--- src/rtl/csynth_pkg.sv ---
package csynth_pkg;
   // default geometry of the control word
   localparam int CSYN_CTRL_W = 32;
   localparam int CSYN_M_W    = 12;
   localparam int CSYN_N_W    = 4;

   // write modes selected by cfg_ratio_only
   typedef enum logic {
      WR_WHOLE_WORD = 1'b0,
      WR_RATIO_ONLY = 1'b1
   } csyn_wr_mode_e;
endpackage

--- src/rtl/csynth_cfg.sv ---
module csynth_cfg
   import csynth_pkg::*;
#(
   parameter int CTRL_W = CSYN_CTRL_W,
   parameter int M_W    = CSYN_M_W,
   parameter int N_W    = CSYN_N_W
) (
   input  logic              clk,
   input  logic              rst,
   input  logic              we_i,
   input  logic              ratio_only_i,
   input  logic [CTRL_W-1:0] wdata_i,
   input  logic              load_i,
   output logic [CTRL_W-1:0] rdata_o,
   output logic [M_W-1:0]    act_m_o,
   output logic [N_W-1:0]    act_n_o
);
   localparam int RATIO_W = M_W + N_W;
   localparam logic [CTRL_W-1:0] LOW_MASK = CTRL_W'({RATIO_W{1'b1}});

   logic [CTRL_W-1:0] word_q;
   logic [M_W-1:0]    m_q;
   logic [N_W-1:0]    n_q;
   csyn_wr_mode_e     mode;

   assign mode = csyn_wr_mode_e'(ratio_only_i);

   always_ff @(posedge clk) begin
      if (rst) begin
         word_q <= '0;
      end else if (we_i) begin
         if (mode == WR_RATIO_ONLY)
            word_q <= (word_q & ~LOW_MASK) | (wdata_i & LOW_MASK);
         else
            word_q <= wdata_i;
      end
   end

   // shadow copy, refreshed only at a period boundary
   always_ff @(posedge clk) begin
      if (rst) begin
         m_q <= '0;
         n_q <= '0;
      end else if (load_i) begin
         m_q <= word_q[M_W-1:0];
         n_q <= word_q[RATIO_W-1:M_W];
      end
   end

   assign rdata_o = word_q;
   assign act_m_o = m_q;
   assign act_n_o = n_q;

   p_upper_kept_r5: assert property (@(posedge clk) disable iff (rst)
      (we_i && ratio_only_i) |=> ((rdata_o & ~LOW_MASK) == ($past(rdata_o) & ~LOW_MASK)))
      else $error("ratio-only write disturbed upper control bits");

   p_hold_ratio_r7: assert property (@(posedge clk) disable iff (rst)
      !load_i |=> (act_m_o == $past(act_m_o) && act_n_o == $past(act_n_o)))
      else $error("active ratio changed away from a period boundary");
endmodule

--- src/rtl/csynth_prescale.sv ---
module csynth_prescale #(
   parameter int N_W = 4
) (
   input  logic           clk,
   input  logic           rst,
   input  logic [N_W-1:0] n_i,
   output logic           tick_o
);
   localparam int PRE_W = 2 ** N_W;

   logic [PRE_W-1:0] cnt_q;
   logic [PRE_W-1:0] lim;

   // 2^(N+1)-1; wraps to all ones when N is at its maximum
   assign lim    = (PRE_W'(2) << n_i) - PRE_W'(1);
   assign tick_o = (cnt_q == lim);

   always_ff @(posedge clk) begin
      if (rst)
         cnt_q <= '0;
      else if (tick_o)
         cnt_q <= '0;
      else
         cnt_q <= cnt_q + PRE_W'(1);
   end

   p_pre_bound_r2: assert property (@(posedge clk) disable iff (rst)
      cnt_q <= lim)
      else $error("prescaler count beyond its limit");
endmodule

--- src/rtl/csynth_intdiv.sv ---
module csynth_intdiv #(
   parameter int M_W = 12
) (
   input  logic           clk,
   input  logic           rst,
   input  logic           tick_i,
   input  logic [M_W-1:0] m_i,
   output logic           last_o
);
   logic [M_W-1:0] cnt_q;

   assign last_o = tick_i && (cnt_q == m_i);

   always_ff @(posedge clk) begin
      if (rst)
         cnt_q <= '0;
      else if (tick_i)
         cnt_q <= last_o ? '0 : cnt_q + M_W'(1);
   end

   p_cnt_bound_r3: assert property (@(posedge clk) disable iff (rst)
      cnt_q <= m_i)
      else $error("integer stage count beyond M");
endmodule

--- src/rtl/ratio_clk_synth.sv ---
module ratio_clk_synth
   import csynth_pkg::*;
#(
   parameter int CTRL_W     = CSYN_CTRL_W,
   parameter int M_W        = CSYN_M_W,
   parameter int N_W        = CSYN_N_W,
   parameter bit HAS_TOGGLE = 1'b1
) (
   input  logic              clk,
   input  logic              rst,
   input  logic              cfg_we,
   input  logic              cfg_ratio_only,
   input  logic [CTRL_W-1:0] cfg_wdata,
   output logic [CTRL_W-1:0] cfg_rdata,
   output logic              clk_en_o,
   output logic              clk_div_o
);
   localparam int RATIO_W = M_W + N_W;

   if (N_W < 1 || N_W > 5) begin : g_bad_n
      $error("N_W must lie in 1..5");
   end
   if (M_W < 1) begin : g_bad_m
      $error("M_W must be at least 1");
   end
   if (CTRL_W < RATIO_W) begin : g_bad_ctrl
      $error("CTRL_W must hold both ratio fields");
   end

   logic [M_W-1:0] act_m;
   logic [N_W-1:0] act_n;
   logic           tick;
   logic           boundary;
   logic           en_q;

   csynth_cfg #(.CTRL_W(CTRL_W), .M_W(M_W), .N_W(N_W)) u_cfg (
      .clk          (clk),
      .rst          (rst),
      .we_i         (cfg_we),
      .ratio_only_i (cfg_ratio_only),
      .wdata_i      (cfg_wdata),
      .load_i       (boundary),
      .rdata_o      (cfg_rdata),
      .act_m_o      (act_m),
      .act_n_o      (act_n)
   );

   csynth_prescale #(.N_W(N_W)) u_pre (
      .clk    (clk),
      .rst    (rst),
      .n_i    (act_n),
      .tick_o (tick)
   );

   csynth_intdiv #(.M_W(M_W)) u_div (
      .clk    (clk),
      .rst    (rst),
      .tick_i (tick),
      .m_i    (act_m),
      .last_o (boundary)
   );

   always_ff @(posedge clk) begin
      if (rst) en_q <= 1'b0;
      else     en_q <= boundary;
   end
   assign clk_en_o = en_q;

   if (HAS_TOGGLE) begin : g_toggle
      logic div_q;
      always_ff @(posedge clk) begin
         if (rst)           div_q <= 1'b0;
         else if (boundary) div_q <= ~div_q;
      end
      assign clk_div_o = div_q;

      p_toggle_on_pulse_r8: assert property (@(posedge clk) disable iff (rst)
         clk_en_o |-> (clk_div_o != $past(clk_div_o)))
         else $error("square wave missed a flip");
      p_toggle_hold_r8: assert property (@(posedge clk) disable iff (rst)
         !clk_en_o |-> $stable(clk_div_o))
         else $error("square wave flipped without a pulse");
   end else begin : g_no_toggle
      assign clk_div_o = 1'b0;
   end

   p_single_pulse_r1: assert property (@(posedge clk) disable iff (rst)
      clk_en_o |=> !clk_en_o)
      else $error("enable pulse longer than one cycle");
endmodule

--- config.mk ---
export PLATFORM = sky130hd
export DESIGN_NAME = ratio_clk_synth
export DESIGN_NICKNAME = d
export VERILOG_FILES = /design/src/rtl/csynth_pkg.sv /design/src/rtl/csynth_cfg.sv /design/src/rtl/csynth_prescale.sv /design/src/rtl/csynth_intdiv.sv /design/src/rtl/ratio_clk_synth.sv
export SDC_FILE = /design/constraint.sdc
export NUM_CORES = 1
export LEC_CHECK = 0
export BUFFER_PORTS_ARGS = -buffer_cell sky130_fd_sc_hd__buf_2
export CAP_MARGIN = 10
export CORE_MARGIN = 4
export CORE_UTILIZATION = 36
export CTS_CLUSTER_DIAMETER = 200
export DETAILED_ROUTE_END_ITERATION = 6
export PLACE_DENSITY_LB_ADDON = 0.25
export SYNTH_ARGS = -nofsm -noshare
export SYNTH_HDL_FRONTEND = slang
export SYNTH_SLANG_ARGS = --single-unit
--- constraint.sdc ---
create_clock -name clk -period 6.4 [get_ports clk]
set_input_delay 0.32 -clock clk [delete_from_list [all_inputs] [get_ports clk]]
set_output_delay 0.32 -clock clk [all_outputs]
set_load 0.05 [all_outputs]
==> impl_metrics.env <==
export IMPL_cpMaxStageDelayCell="nor4_2"
export IMPL_ant_nets=0
export IMPL_power_mw=1.97
export IMPL_run_status="completed"
export IMPL_fin_setup_tns_ns=0
export IMPL_core_mm2=0.00986
export IMPL_fin_util_pct=43.5
export IMPL_num_vias=3159
export IMPL_syn_avg_cell_area_um2=8.39
export IMPL_rows=36
export IMPL_cts_tree="built"
export IMPL_period_share_pct=60.6
export IMPL_syn_inst=439
export IMPL_start_util_pct=37.3
export IMPL_syn_to_final_growth_pct=16.6
export IMPL_cpPeakStageDelay_ns=0.83
export IMPL_pwr_share_comb_pct=48.8
export IMPL_synth_edf_count=0
export IMPL_cp_max_fo=24
export IMPL_routed_via_density=5.02
export IMPL_critPathRequiredTime_ns=6.64
export IMPL_ys_flop_type="dfxtp_1"
export IMPL_yosysWarnings=0
export IMPL_antenna_cells=0
export IMPL_cap_violations=0
export IMPL_clk_path_buf_depth=2
export IMPL_hold_buffers=0
export IMPL_clk_pin_slew_ns=0.08
export IMPL_finClkSkew_ns=0.00736
export IMPL_slew_headroom_pct=34.9
export IMPL_syn_area_mm2=0.00368
export IMPL_crit_chain="nor4_1 > inv_1 > ha_1 > or4b_4 > o211ai_2 > nand4_1 > a21o_1 > nor4_2 > nand2_1 > a32o_1"
export IMPL_grt_usage_pct=14.7
export IMPL_antenna_found_initial=0
export IMPL_arrival_ns=4.12
export IMPL_vdd_drop_max_uv=300
export IMPL_pre_cts_slack_ns=2.56
export IMPL_cts_resized=0
export IMPL_p_sw_uw=845
export IMPL_ys_types=50
export IMPL_grt_pass1_vias=3075
export IMPL_syn_nets=478
export IMPL_power_frac_seq_pct=30.9
export IMPL_cts_root_buf="clkbuf_8"
export IMPL_htree_levels=3
export IMPL_async_reset_ff_share_pct=0
export IMPL_die_w_um=109
export IMPL_drive_gt1_share_pct=19.2
export IMPL_place_congestion=0.823
export IMPL_wl_um=8310
export IMPL_critPathTopFamily="simple AND/OR/NAND/NOR gates"
export IMPL_fp_dieH_um=109
export IMPL_finalWorstSetupSlack_ns=2.52
export IMPL_wl_per_cell_um=13.2
export IMPL_drc_errors=0
export IMPL_drt_initial_drc_count=114
export IMPL_cts_buffers=9
export IMPL_dpl_hpwl_um=5760
export IMPL_p_clk_share_pct=20.3
export IMPL_grt_pass1_wl_um=14100
export IMPL_ys_ff_latch=78
export IMPL_insertion_delay_ns=0.35
export IMPL_ios=70
export IMPL_worst_path_buf_inv=1
export IMPL_setup_violations=0
export IMPL_grt_start_max_net_pins=61
export IMPL_critPathLaunchType="flip-flop"
export IMPL_drt_first_pass_iters=4
export IMPL_nets=531
export IMPL_crit_type="flip-flop to flip-flop"
export IMPL_power_internal_mw=1.13
export IMPL_dieArea_mm2=0.0119
export IMPL_slew_viol_final=0
export IMPL_placed_area_mm2=0.00409
export IMPL_hold_viol_final=0
export IMPL_rsz0062_at_grt="false"
export IMPL_swShare_pct=42.8
export IMPL_fmax_mhz=258
export IMPL_powerDensity_mw_per_mm2=460
export IMPL_clkSinkCount=78
export IMPL_postCtsSetupRepairBufs=0
export IMPL_endpoint_kind="flip-flop"
export IMPL_design_area_mm2=0.00430
export IMPL_tightest_slew_ns=0.975
export IMPL_ys_seq_area_share_pct=42.4
export IMPL_grt_overflow=0
export IMPL_p_leak_nw=1.81
export IMPL_fin_crit_ns=3.88
export IMPL_min_path_type="input port to flip-flop"
export IMPL_port_buffer_count=69
-- final cells by class --
type	instances	area, um^2
timing repair buffer	71	360
inverter	7	26.3
clock buffer	9	124
tap	133	166
clock inverter	6	86.3
fill	984	5570
sequential	78	1560
multi-input combinational	325	1970
-- registers in the layout (all words and copies together) (netlist names) --
register       count
u_cfg.rdata_o     32
u_pre.cnt_q       16
u_cfg.act_m_o     12
u_div.cnt_q       12
u_cfg.act_n_o      4
clk_div_o          1
clk_en_o           1
-- layout by cell type (no fill, tap or decap), types with 7 or more instances in the layout --
master	instances
a32o_1	7
a21oi_1	28
nor3_1	13
dfxtp_1	78
mux2i_1	33
o21ai_0	9
xnor2_1	8
buf_2	69
nand2_1	60
clkbuf_8	9
xor2_1	26
nor2_1	61
nand3_1	19
-- Yosys cell counts, types with 3 or more instances --
| library cell | instances | share of area (%) |
|---|---|---|
| mux2i_1 | 33 | 9.0 |
| nand3_1 | 19 | 2.6 |
| clkbuf_1 | 15 | 1.5 |
| inv_1 | 6 | 0.61 |
| dfxtp_1 | 78 | 42 |
| a32o_1 | 7 | 1.9 |
| ha_1 | 3 | 1.0 |
| or3_1 | 3 | 0.51 |
| nand2_1 | 60 | 6.1 |
| or2_2 | 3 | 0.51 |
| o21ai_0 | 9 | 1.2 |
| nor4_1 | 7 | 1.2 |
| xnor2_1 | 8 | 1.9 |
| xor2_1 | 26 | 6.2 |
| nor4b_1 | 3 | 0.71 |
| nand4_1 | 4 | 0.68 |
| buf_1 | 3 | 0.31 |
| nor3_1 | 13 | 1.8 |
| a21oi_1 | 28 | 3.8 |
| nor2b_1 | 3 | 0.51 |
| nor2_1 | 61 | 6.2 |
| buf_2 | 9 | 1.2 |
| and3_1 | 5 | 0.85 |
-- final timing paths --
path | startpoint | endpoint | slack [ns] | cells after the start
worst max-delay path | u_cfg.act_n_o[3] | u_div.cnt_q[8] | 2.52 | 10
worst max register to register | u_cfg.act_n_o[3] | u_div.cnt_q[8] | 2.52 | 10
worst min register to register | u_cfg.rdata_o[20] | u_cfg.rdata_o[20] | 0.45 | 2
worst min-delay path | cfg_wdata[20] | u_cfg.rdata_o[20] | 0.20 | 3
-- metrics by stage --
| stage | instances | hold WS [ns] |
|---|---|---|
| 6_report | 629 | 0.198 |
| 5_1_grt | 629 | 0.187 |
| 2_1_floorplan | 439 | 0.456 |
| 4_1_cts | 629 | 0.181 |
| 3_3_place_gp | 614 | 0.439 |
| 3_5_place_dp | 614 | 0.445 |
-- per-layer routing --
layer | GRT usage, % | vias to the layer above | wire length (um) | share of wire (%)
met1 | 18.9 | 1460 | 3810 | 46
met4 | 6.67 | 0 | 159 | 1.9
li1 | - | 1621 | - | -
met3 | 3.02 | 13 | 352 | 4.2
met5 | 0 | - | 0 | 0
met2 | 23.6 | 65 | 3990 | 48
-- worst reg2reg max path, delay by kind of cell, from the launching register on --
family / cells / cell delay, ns
adder cells (fa/ha/maj): 1 / 0.43
buffers and inverters: 1 / 0.12
AO/OA/AOI/OAI: 3 / 0.63
AND/OR/NAND/NOR: 5 / 1.79
flip-flops: 1 / 0.80
-- power groups by stage --
stage,sequential [mW],combinational [mW],clock (mW)
after detailed placement,0.623,0.965,0
final,0.611,0.963,0.401
after global routing,0.623,1.08,0.434
after global placement,0.620,0.948,0
after CTS,0.612,0.969,0.418
after floorplan,0.623,0.783,0
-- cell families (layout without fill, tap and decap cells) --
logic type,after synthesis,in the layout,share of synthesized area (%)
multiplexers,33,33,8.97
AO/OA/AOI/OAI,61,61,10.7
adder cells (fa/ha/maj),4,4,1.29
AND/OR/NAND/NOR,193,193,24.3
XOR/XNOR,34,34,8.08
buffers and inverters,36,93,4.28
flip-flops,78,78,42.4
Note: power is estimated with default switching activity, not from simulation.
